<file path="src/rtl/bas_pkg.sv">
package bas_pkg;

   typedef enum logic {
      ORD_ILV = 1'b0,
      ORD_LIN = 1'b1
   } order_e;

   typedef enum logic [1:0] {
      ACT_HOLD = 2'd0,
      ACT_LOAD = 2'd1,
      ACT_STEP = 2'd2
   } act_e;

endpackage

</file>
<file path="src/rtl/bas_load_ctl.sv">
module bas_load_ctl
   import bas_pkg::*;
(
   input  logic strb_cpu_i,
   input  logic strb_ctl_i,
   input  logic adv_i,
   input  logic sel_ok_i,
   output act_e act_o
);

   logic cpu_qual;

   assign cpu_qual = strb_cpu_i & sel_ok_i;

   always_comb begin
      if (strb_ctl_i || cpu_qual) begin
         act_o = ACT_LOAD;
      end else if (adv_i) begin
         act_o = ACT_STEP;
      end else begin
         act_o = ACT_HOLD;
      end
   end

endmodule

</file>
<file path="src/rtl/bas_burst_cnt.sv">
module bas_burst_cnt
   import bas_pkg::*;
#(
   parameter int BURST_W = 2
) (
   input  logic               clk,
   input  logic               rst_n,
   input  act_e               act_i,
   output logic [BURST_W-1:0] idx_inc_o
);

   logic [BURST_W-1:0] idx_q;

   assign idx_inc_o = idx_q + 1'b1;

   always_ff @(posedge clk) begin
      if (!rst_n) begin
         idx_q <= '0;
      end else begin
         unique case (act_i)
            ACT_LOAD: idx_q <= '0;
            ACT_STEP: idx_q <= idx_inc_o;
            default:  idx_q <= idx_q;
         endcase
      end
   end

endmodule

</file>
<file path="src/rtl/bas_order_map.sv">
module bas_order_map
   import bas_pkg::*;
#(
   parameter int BURST_W      = 2,
   parameter bit ORDER_PIN_EN = 1'b1
) (
   input  logic [BURST_W-1:0] start_i,
   input  logic [BURST_W-1:0] idx_i,
   input  logic               order_lin_i,
   output logic [BURST_W-1:0] off_o
);

   order_e mode;

   generate
      if (ORDER_PIN_EN) begin : g_pin
         assign mode = order_lin_i ? ORD_LIN : ORD_ILV;
      end else begin : g_fixed
         logic unused_pin;
         assign unused_pin = order_lin_i;
         assign mode = ORD_ILV;
      end
   endgenerate

   always_comb begin
      if (mode == ORD_LIN) begin
         off_o = start_i + idx_i;
      end else begin
         off_o = start_i ^ idx_i;
      end
   end

endmodule

</file>
<file path="src/rtl/burst_addr_seq.sv">
module burst_addr_seq
   import bas_pkg::*;
#(
   parameter int ADDR_W       = 20,
   parameter int BURST_W      = 2,
   parameter bit ORDER_PIN_EN = 1'b1
) (
   input  logic              clk,
   input  logic              rst_n,
   input  logic [ADDR_W-1:0] addr_i,
   input  logic              strb_cpu_i,
   input  logic              strb_ctl_i,
   input  logic              adv_i,
   input  logic              sel_ok_i,
   input  logic              order_lin_i,
   output logic [ADDR_W-1:0] addr_o
);

   localparam int HI_W = ADDR_W - BURST_W;

   generate
      if (BURST_W < 1) begin : g_bad_burst
         $error("BURST_W must be at least 1");
      end
      if (HI_W < 1) begin : g_bad_addr
         $error("ADDR_W must exceed BURST_W");
      end
   endgenerate

   act_e               act;
   logic [BURST_W-1:0] idx_inc;
   logic [BURST_W-1:0] base_lo_q;
   logic [BURST_W-1:0] next_off;
   logic [ADDR_W-1:0]  addr_q;

   bas_load_ctl u_ctl (
      .strb_cpu_i (strb_cpu_i),
      .strb_ctl_i (strb_ctl_i),
      .adv_i      (adv_i),
      .sel_ok_i   (sel_ok_i),
      .act_o      (act)
   );

   bas_burst_cnt #(.BURST_W(BURST_W)) u_cnt (
      .clk       (clk),
      .rst_n     (rst_n),
      .act_i     (act),
      .idx_inc_o (idx_inc)
   );

   bas_order_map #(.BURST_W(BURST_W), .ORDER_PIN_EN(ORDER_PIN_EN)) u_map (
      .start_i     (base_lo_q),
      .idx_i       (idx_inc),
      .order_lin_i (order_lin_i),
      .off_o       (next_off)
   );

   always_ff @(posedge clk) begin
      if (!rst_n) begin
         addr_q    <= '0;
         base_lo_q <= '0;
      end else begin
         unique case (act)
            ACT_LOAD: begin
               addr_q    <= addr_i;
               base_lo_q <= addr_i[BURST_W-1:0];
            end
            ACT_STEP: begin
               addr_q[BURST_W-1:0] <= next_off;
            end
            default: begin
               addr_q <= addr_q;
            end
         endcase
      end
   end

   assign addr_o = addr_q;

endmodule

</file>
<file path="config.mk">
export PLATFORM = sky130hd
export DESIGN_NAME = burst_addr_seq
export DESIGN_NICKNAME = d
export VERILOG_FILES = /design/src/rtl/bas_pkg.sv /design/src/rtl/bas_load_ctl.sv /design/src/rtl/bas_burst_cnt.sv /design/src/rtl/bas_order_map.sv /design/src/rtl/burst_addr_seq.sv
export SDC_FILE = /design/constraint.sdc
export NUM_CORES = 1
export LEC_CHECK = 0
export BUFFER_PORTS_ARGS = -buffer_cell sky130_fd_sc_hd__buf_2
export CAP_MARGIN = 10
export CORE_MARGIN = 2
export CORE_UTILIZATION = 35
export CTS_BUF_LIST = sky130_fd_sc_hd__clkbuf_4 sky130_fd_sc_hd__clkbuf_8
export CTS_CLUSTER_DIAMETER = 60
export DETAILED_ROUTE_END_ITERATION = 7
export PLACE_DENSITY_LB_ADDON = 0.2
export SLEW_MARGIN = 20
export SYNTH_ARGS = -nofsm -noshare
export SYNTH_HDL_FRONTEND = slang
export SYNTH_SLANG_ARGS = --single-unit
export TNS_END_PERCENT = 100
</file>
<file path="constraint.sdc">
create_clock -name clk -period 1.9 [get_ports clk]
set_clock_uncertainty 0.15 [all_clocks]
set_input_delay 0.38 -clock clk [delete_from_list [all_inputs] [get_ports clk]]
set_output_delay 0.38 -clock clk [all_outputs]
set_load 0.005 [all_outputs]
</file>
==> results.sh, run 1 <==
export IMPL_status="completed"
export IMPL_die_area_sq_um=3210
export IMPL_synth_edf_count=0
export IMPL_routed_wl_mm=1.96
export IMPL_start_kind="register"
export IMPL_muxShareOfSynthArea=0.0116
export IMPL_htree_levels=1
export IMPL_end_kind="register"
export IMPL_grt_pass1_vias=814
export IMPL_initial_utilization=0.361
export IMPL_seq_area_frac_synth=0.495
export IMPL_dr_pass1_iters=2
export IMPL_cp_slowest_cell="dfxtp_1"
export IMPL_hold_path_class="primary input to register"
export IMPL_clk_latency_ps=310
export IMPL_drtAntennaViolNets=0
export IMPL_num_fill_cells=283
export IMPL_rows=19
export IMPL_cp_data_required_time_ps=1990
export IMPL_syn_area_per_cell_sq_um=8.82
export IMPL_core_area_sq_um=2690
export IMPL_grt_busiest_layer="met2"
export IMPL_slew_limit_headroom=0.558
export IMPL_yosys_register_bits=24
export IMPL_dpl_cell_count=182
export IMPL_synth_top_area_cell="dfxtp_1"
export IMPL_synthesis_area_sq_um=970
export IMPL_cp_depth=5
export IMPL_n_antenna_cell=0
export IMPL_rsz0062_at_grt="no"
export IMPL_hpwl_mm=1.36
export IMPL_dieWidth_um=56.6
export IMPL_hold_depth=3
export IMPL_syn_nets=138
export IMPL_crit_family="flip-flops"
export IMPL_synth_top_cell_area_share=0.495
export IMPL_portBuffers=46
export IMPL_routabilityCongestion=0.709
export IMPL_ctsHoldBuffers=0
export IMPL_yosys_area_share_simple=0.197
export IMPL_synth_async_reset_ratio=0
export IMPL_yosys_warnings=0
export IMPL_use_met2=0.233
export IMPL_cts_buffers=3
export IMPL_period_share=0.734
export IMPL_powerDensity_nw_per_um2=765
export IMPL_crit_path_cell_trace="inv_2 > ha_1 > nand2_1 > xnor3_1 > o211ai_2"
export IMPL_remaining_drc_errors=0
export IMPL_synthAdderAreaFrac=0.0129
export IMPL_fmax_mhz=717
export IMPL_grtUsageTotal=0.135
export IMPL_grt_max_degree=26
export IMPL_finalCriticalPeriod_ps=1390
export IMPL_clockRootBuffer="clkbuf_4"
export IMPL_post_cts_buffers=0
export IMPL_met3_usage=0.0346
export IMPL_grtUsageMet1=0.154
export IMPL_die_h_um=56.6
export IMPL_drt_iter0_markers=24
export IMPL_max_cap_violations=0
export IMPL_wl_per_cell_um=10.5
export IMPL_synth_xor_xnor_area_share=0.0503
export IMPL_crit_arrival_ps=1490
export IMPL_cp_max_fo=3
export IMPL_worstSetupPathType="register to register"
export IMPL_final_hold_violation_count=0
export IMPL_final_cell_count_no_fill=186
export IMPL_synth_cell_types=19
export IMPL_critical_path_buf_inv_count=1
export IMPL_rr_worst_depth=5
export IMPL_drive_gt1_frac=0.355
export IMPL_vias=870
export IMPL_area_delta_synth_final_pct=28.6
export IMPL_synth_compound_area_frac=0.192
export IMPL_path_clk_slew_ps=140
export IMPL_antenna_found_initial=0
export IMPL_finalSetupViolCount=0
export IMPL_slew_violations=0
export IMPL_vdd_drop_max_mv=0.394
export IMPL_synth_common_cells="44 x nand2_1, 24 x dfxtp_1, 18 x a21boi_1"
export IMPL_slowest_delay_ps=410
export IMPL_clockBufferDepth=2
export IMPL_cts_tree="done"
export IMPL_ys_top_cells_by_area="dfxtp_1 50%, nand2_1 17%, a21boi_1 14%"
export IMPL_p_leak_nw=0.621
export IMPL_clock_sinks=24
export IMPL_io_pin_count=47
export IMPL_viasPerCell=4.68
export IMPL_synth_most_common_cell="nand2_1"
export IMPL_nets=184
export IMPL_finalSetupTns_ps=0
export IMPL_cts_resized=0
export IMPL_synth_top_family_by_area="simple AND/OR/NAND/NOR gates"
export IMPL_tightest_slew_ps=663
export IMPL_grt_pass1_wl_mm=3.39
export IMPL_syn_inst=110
export IMPL_dominantRegCellSynth="dfxtp_1"
export IMPL_grt_overflow_total=0
[cells in the final DEF, fill, tap and decap left out, drive strengths merged]
cell / instances
nand2: 44
nor2: 2
clkbuf: 4
buf: 47
xor2: 2
ha: 1
a21boi: 21
xnor3: 1
nand4b: 1
a21oi: 1
xnor2: 1
inv: 1
nand3: 2
dfxtp: 24
o211ai: 1
a21o: 1
mux2: 1
[report_power, final]
part | internal, mW | switching, mW
Combinational | 0.0735 | 0.0683
Clock | 0.117 | 0.147
Sequential | 0.534 | 0.0144
Total | 0.725 | 0.230
[per-stage QoR]
step	util	cell area (sq um)	hold WS, ps	power [mW]	setup slack [ps]
floorplan	-	970	297	0.640	606
global route	0.464	1250	118	1.02	428
CTS	0.464	1250	127	0.970	501
finish	0.464	1250	133	0.955	505
global placement	0.451	1210	285	0.701	379
detailed placement	0.451	1210	289	0.705	291
[flip-flops by register name, indices dropped and copies added (netlist names)]
register	cells
u_cnt.idx_q	2
addr_o	20
base_lo_q	2
[layout make-up]
| class | instances | area (sq um) | area share |
|---|---|---|---|
| clock buffers | 4 | 36.3 | 0.0291 |
| inverters | 1 | 3.75 | 0.00301 |
| multi-input cells | 79 | 450 | 0.361 |
| flip-flops and latches | 24 | 480 | 0.385 |
| well taps | 31 | 38.8 | 0.0311 |
| repair buffers | 47 | 238 | 0.191 |
[per-layer routing]
layer,wire length (um),vias up,share of wire
li1,-,447,-
met1,873,402,0.44
met2,988,17,0.50
met3,80,4,0.041
met4,19,0,0.0097
met5,0,-,0
[path summary, 6_finish.rpt]
check,end,slack (ps),start
setup / recovery,addr_o[1],510,u_cnt.idx_q[0]
hold / removal,addr_o[4],130,addr_i[4]
setup reg to reg,addr_o[1],510,u_cnt.idx_q[0]
hold reg to reg,addr_o[4],300,addr_o[4]
[cell families after synthesis]
| logic type | after synthesis |
|---|---|
| DFF | 24 |
| adders and majority gates | 1 |
| and+or+nand+nor | 49 |
| xor gates and xnor gates | 4 |
| buffers and inverters | 7 |
| muxes | 1 |
| AOI/OAI and AO/OA | 24 |
[worst reg2reg max path, delay by kind of cell, from the launching register on]
family                     cells  cell delay (ps)
adders and majority gates      1              170
buffers and inverters          1               60
and+or+nand+nor                1               70
AOI/OAI and AO/OA              1              150
xor gates and xnor gates       1              310
DFF                            1              410
Power figures use the tool's default switching activity.
==> inputs of run 2 (changes only) <==
--- a/config.mk
+++ b/config.mk
@@ -5,6 +5,7 @@
 export SDC_FILE = /design/constraint.sdc
 export NUM_CORES = 1
 export LEC_CHECK = 0
+export ABC_AREA = 1
 export BUFFER_PORTS_ARGS = -buffer_cell sky130_fd_sc_hd__buf_2
 export CAP_MARGIN = 10
 export CORE_MARGIN = 2
==> constraint.sdc (replaced) <==
create_clock -name clk -period 1.37 [get_ports clk]
set_clock_uncertainty 0.15 [all_clocks]
set_input_delay 0.274 -clock clk [delete_from_list [all_inputs] [get_ports clk]]
set_output_delay 0.274 -clock clk [all_outputs]
set_load 0.005 [all_outputs]
==> run 2 against run 1 <==
  * Critical path depth grew 3
  * Non-clock buffer count is the same
  * Combinational power grew 56%
  * Register-to-register slack lost 450 ps
  * Clock-buffer cell count shrank 1
==> results.sh, run 2 <==
export IMPL_status="completed"
export IMPL_syn_inst=133
export IMPL_end_kind="register"
export IMPL_clock_sinks=24
export IMPL_synth_async_reset_ratio=0
export IMPL_dr_pass1_iters=4
export IMPL_dpl_cell_count=205
export IMPL_finalSetupTns_ps=0
export IMPL_slew_violations=0
export IMPL_die_area_sq_um=3250
export IMPL_cp_max_fo=4
export IMPL_r2r_slack_ps=60
export IMPL_routed_wl_mm=2.30
export IMPL_syn_area_per_cell_sq_um=7.40
export IMPL_hold_start="addr_i[5]"
export IMPL_ys_top_cells_by_area="dfxtp_1 49%, nor2_1 14%, o21ai_0 9.1%"
export IMPL_synth_cell_types=19
export IMPL_max_cap_violations=0
export IMPL_post_cts_buffers=0
export IMPL_hpwl_mm=1.76
export IMPL_nets=207
export IMPL_cp_slowest_cell="dfxtp_2"
export IMPL_grtUsageMet1=0.174
export IMPL_vdd_drop_max_mv=0.813
export IMPL_synth_edf_count=0
export IMPL_wl_per_cell_um=11.0
export IMPL_postLayoutCoreUtil=0.469
export IMPL_p_leak_nw=0.653
export IMPL_powerDensity_nw_per_um2=1180
export IMPL_synth_most_common_cell="nor2_1"
export IMPL_grtUsageTotal=0.149
export IMPL_finalSetupViolCount=0
export IMPL_synthesis_area_sq_um=985
export IMPL_slowest_delay_ps=360
export IMPL_start_kind="register"
export IMPL_worstSetupPathType="register to register"
export IMPL_r2r_start="u_cnt.idx_q[0]"
export IMPL_drt_iter0_markers=12
export IMPL_clockBufferDepth=2
export IMPL_clk_latency_ps=310
export IMPL_grt_max_degree=21
export IMPL_vias=976
export IMPL_hold_depth=3
export IMPL_met3_usage=0.0499
export IMPL_area_delta_synth_final_pct=29.1
export IMPL_dieWidth_um=57.0
export IMPL_design_area_sq_um=1270
export IMPL_place_area_sq_um=1210
export IMPL_hold_path_class="primary input to register"
export IMPL_dominantRegCellSynth="dfxtp_1"
export IMPL_fmax_mhz=762
export IMPL_core_area_sq_um=2710
export IMPL_drtAntennaViolNets=0
export IMPL_portBuffers=46
export IMPL_critPathLaunch="u_cnt.idx_q[0]"
export IMPL_clockRootBuffer="clkbuf_4"
export IMPL_final_common_cell="buf_2"
export IMPL_grt_pass1_vias=936
export IMPL_htree_levels=1
export IMPL_die_h_um=57.0
export IMPL_seq_area_frac_synth=0.488
export IMPL_crit_top_cell="nand2_1"
export IMPL_grt_busiest_layer="met2"
export IMPL_grt_overflow_total=0
export IMPL_cp_data_required_time_ps=1480
export IMPL_viasPerCell=4.67
export IMPL_period_share=0.958
export IMPL_drive_gt1_frac=0.354
export IMPL_ctsHoldBuffers=0
export IMPL_final_hold_violation_count=0
export IMPL_antenna_found_initial=0
export IMPL_largest_reg_flops=20
export IMPL_yosys_register_bits=24
export IMPL_slew_limit_headroom=0.783
export IMPL_syn_nets=161
export IMPL_yosys_warnings=0
export IMPL_use_met2=0.258
export IMPL_remaining_drc_errors=0
export IMPL_synth_common_cells="37 x nor2_1, 24 x dfxtp_1, 23 x nand2_1"
export IMPL_power_total_mw=1.50
export IMPL_crit_arrival_ps=1420
export IMPL_n_antenna_cell=0
export IMPL_finalCriticalPeriod_ps=1310
export IMPL_tightest_slew_ps=325
export IMPL_crit_path_cell_trace="inv_2 > ha_2 > nand2_1 > nand2_1 > nand2_1 > nand2_1 > nand3_1 > a21oi_2"
export IMPL_cts_buffers=3
export IMPL_final_cell_mix="46 x buf_2, 37 x nor2_1, 23 x nand2_1, 23 x dfxtp_1, 18 x o21ai_0"
export IMPL_synth_top_area_cell="dfxtp_1"
export IMPL_rows=19
export IMPL_io_pin_count=47
export IMPL_initial_utilization=0.363
export IMPL_path_clk_slew_ps=130
export IMPL_cts_tree="done"
export IMPL_grt_pass1_wl_mm=3.88
export IMPL_synth_top_cell_area_share=0.488
export IMPL_final_cell_count_no_fill=209
export IMPL_routabilityCongestion=0.736
export IMPL_rr_worst_depth=8
-- run 2: worst paths after layout --
path / endpoint
max: addr_o[1]
min: addr_o[5]
max reg2reg: addr_o[1]
min reg2reg: base_lo_q[0]
-- run 2: cell families (layout without fill, tap and decap cells) --
group | Yosys count | in the layout | synth area share
AOI/OAI and AO/OA | 23 | 23 | 0.121
adders and majority gates | 1 | 1 | 0.0127
buffers and inverters | 15 | 60 | 0.0813
DFF | 24 | 24 | 0.488
and+or+nand+nor | 70 | 70 | 0.297
-- run 2: layout make-up --
cell class / instances / area, sq um
repair buffers: 47 / 238
well taps: 31 / 38.8
multi-input cells: 94 / 427
clock inverters: 1 / 30.0
inverters: 9 / 33.8
flip-flops and latches: 24 / 482
fillers: 303 / 1440
clock buffers: 3 / 22.5
-- run 2: metrics by stage --
step                setup slack (ps)  hold WS [ps]
floorplan                        174           259
global placement                98.5           316
detailed placement              43.2           323
CTS                             22.4          9.45
global route                   -5.10          17.2
finish                          57.6          24.7
-- run 2: layer usage --
layer | wire length [um] | up-vias | part of all wire
met5 | 0 | - | 0
met4 | 25 | 0 | 0.011
li1 | - | 510 | -
met2 | 1140 | 28 | 0.50
met3 | 138 | 4 | 0.060
met1 | 991 | 434 | 0.43
-- run 2: critical path, delay by kind of cell (launching register included) --
kind | cells | cell delay [ps]
AND/OR/NAND/NOR | 5 | 360
flip-flops | 1 | 360
adder cells (fa/ha/maj) | 1 | 190
buffers and inverters | 1 | 80
AO/OA/AOI/OAI | 1 | 120
-- run 2: power breakdown --
group | total, mW | leakage [nW] | switching (mW) | internal, mW
Combinational | 0.221 | 0.425 | 0.121 | 0.0999
Sequential | 0.773 | 0.200 | 0.0245 | 0.749
Clock | 0.502 | 0.0279 | 0.206 | 0.296
Total | 1.50 | 0.653 | 0.351 | 1.14
-- run 2: repair_timing --
item                                   CTS  global route
setup endpoints to repair                0             1
resized for setup                        0             2
endpoints found under the hold margin    0             0
==> inputs of run 3 (changes only) <==
--- a/config.mk
+++ b/config.mk
@@ -5,9 +5,9 @@
 export SDC_FILE = /design/constraint.sdc
 export NUM_CORES = 1
 export LEC_CHECK = 0
-export ABC_AREA = 1
+export ABC_AREA = 0
 export BUFFER_PORTS_ARGS = -buffer_cell sky130_fd_sc_hd__buf_2
-export CAP_MARGIN = 10
+export CAP_MARGIN = 30
 export CORE_MARGIN = 2
 export CORE_UTILIZATION = 35
 export CTS_BUF_LIST = sky130_fd_sc_hd__clkbuf_4 sky130_fd_sc_hd__clkbuf_8
==> run 3 against run 2 <==
  * Final cell count down 9.6%
  * First-iteration DRC count is 120% higher
  * Clock-buffer cell count increased by 1
  * Register-to-register slack gained 20 ps
  * Sequential cell count is the same
  * Hold slack improved by 19 ps
==> results.sh, run 3 (synthesis gave the netlist of run 1 again) <==
export IMPL_internal_power_mw=1.02
export IMPL_clk_latency_ps=300
export IMPL_cp_max_fo=2
export IMPL_clockBufferDepth=2
export IMPL_dr_pass1_iters=4
export IMPL_initial_utilization=0.361
export IMPL_routabilityCongestion=0.716
export IMPL_crit_arrival_ps=1390
export IMPL_hpwl_mm=1.55
export IMPL_core_area_sq_um=2690
export IMPL_final_hold_violation_count=0
export IMPL_slew_limit_headroom=0.748
export IMPL_start_kind="register"
export IMPL_slew_violations=0
export IMPL_grt_pass1_vias=848
export IMPL_final_common_cell="buf_2"
export IMPL_vias=901
export IMPL_fmax_mhz=772
export IMPL_cp_slowest_cell="dfxtp_2"
export IMPL_grtUsageTotal=0.137
export IMPL_portBuffers=46
export IMPL_swShare=0.239
export IMPL_viasPerCell=4.77
export IMPL_p_leak_nw=0.640
export IMPL_power_total_mw=1.34
export IMPL_post_cts_buffers=0
export IMPL_grt_max_degree=26
export IMPL_period_share=0.946
export IMPL_die_area_sq_um=3210
export IMPL_clockRootBuffer="clkbuf_4"
export IMPL_dieWidth_um=56.6
export IMPL_dpl_cell_count=185
export IMPL_power_share_clock=0.270
export IMPL_crit_path_cell_trace="inv_2 > ha_1 > nand2_1 > xnor3_1 > o211ai_2"
export IMPL_nets=187
export IMPL_cts_tree="done"
export IMPL_grt_overflow_total=0
export IMPL_finalSetupViolCount=0
export IMPL_n_antenna_cell=0
export IMPL_path_clk_slew_ps=130
export IMPL_drt_iter0_markers=26
export IMPL_status="completed"
export IMPL_io_pin_count=47
export IMPL_finalSetupTns_ps=0
export IMPL_slowest_delay_ps=360
export IMPL_largest_reg_flops=20
export IMPL_routed_wl_mm=2.11
export IMPL_drive_gt1_frac=0.373
export IMPL_rsz0062_at_grt="no"
export IMPL_final_cell_count_no_fill=189
export IMPL_rows=19
export IMPL_grt_pass1_wl_mm=3.57
export IMPL_cts_buffers=3
export IMPL_tightest_slew_ps=378
export IMPL_clock_sinks=24
export IMPL_vdd_drop_max_mv=0.519
export IMPL_antenna_found_initial=0
export IMPL_area_delta_synth_final_pct=32.4
export IMPL_hold_path_class="primary input to register"
export IMPL_pre_cts_slack_ps=53.6
export IMPL_htree_levels=1
export IMPL_end_kind="register"
export IMPL_worstSetupPathType="register to register"
export IMPL_comb_power_share=0.160
export IMPL_postLayoutCoreUtil=0.478
export IMPL_p_seq_frac=0.570
export IMPL_finalCriticalPeriod_ps=1300
export IMPL_drtAntennaViolNets=0
export IMPL_netSwitchingPower_uw=319
export IMPL_cp_data_required_time_ps=1460
export IMPL_powerDensity_nw_per_um2=1040
export IMPL_wl_per_cell_um=11.1
export IMPL_fin_ws_ps=74.4
export IMPL_remaining_drc_errors=0
export IMPL_die_h_um=56.6
export IMPL_max_cap_violations=0
export IMPL_final_cell_mix="46 x buf_2, 44 x nand2_1, 23 x dfxtp_1"
## run 3: changes by cell type in the layout (fill, tap and decap cells not counted), sizes merged, moves of 2 or more
cell	previous run	this run
nor2	38	2
xor2	0	2
o21ai	18	0
buf	47	50
inv	9	1
nand3	4	2
a21boi	0	21
nand2	27	44
a21oi	5	1
## run 3: path summary, 6_finish.rpt
path | start | end | slack (ps) | depth (start not counted)
worst min-delay path | addr_i[12] | addr_o[12] | 40 | 3
worst max-delay path | u_cnt.idx_q[0] | addr_o[1] | 70 | 5
worst min register to register | addr_o[4] | addr_o[4] | 300 | 2
worst max register to register | u_cnt.idx_q[0] | addr_o[1] | 70 | 5
## run 3: per-stage QoR
stage	area, sq um	hold WS [ps]
floorplan	970	261
global placement	1250	285
detailed placement	1250	289
CTS	1280	36.7
global route	1280	32.5
finish	1280	43.8
## run 3: area by class of cell
cell class              count  area (sq um)
repair buffers             50           273
multi-input cells          79           450
clock buffers               4          36.3
flip-flops and latches     24           482
fillers                   279          1400
well taps                  31          38.8
inverters                   1          3.75
## run 3: critical path, delay by kind of cell (launching register included)
| family | cells | cell delay (ps) |
|---|---|---|
| AOI/OAI and AO/OA | 1 | 150 |
| DFF | 1 | 360 |
| xor gates and xnor gates | 1 | 300 |
| and+or+nand+nor | 1 | 70 |
| adders and majority gates | 1 | 160 |
| buffers and inverters | 1 | 40 |
## run 3: power by group through the flow
stage	Sequential, mW	Combinational [mW]	Clock, mW
after floorplan	0.781	0.106	0
after global placement	0.775	0.210	0
after detailed placement	0.777	0.217	0
after CTS	0.762	0.217	0.372
after global routing	0.767	0.242	0.401
final	0.761	0.213	0.361
## run 3: metal layers
| layer | part of all wire | vias to the layer above | GRT usage |
|---|---|---|---|
| li1 | - | 454 | - |
| met1 | 0.42 | 424 | 0.169 |
| met2 | 0.52 | 21 | 0.244 |
| met3 | 0.048 | 2 | 0.0207 |
| met4 | 0.010 | 0 | 0.0408 |
| met5 | 0 | - | 0 |
## run 3: timing repair
action	in CTS	in global routing
hold buffers	0	0
endpoints found under the setup margin	0	1
resized for setup	0	1
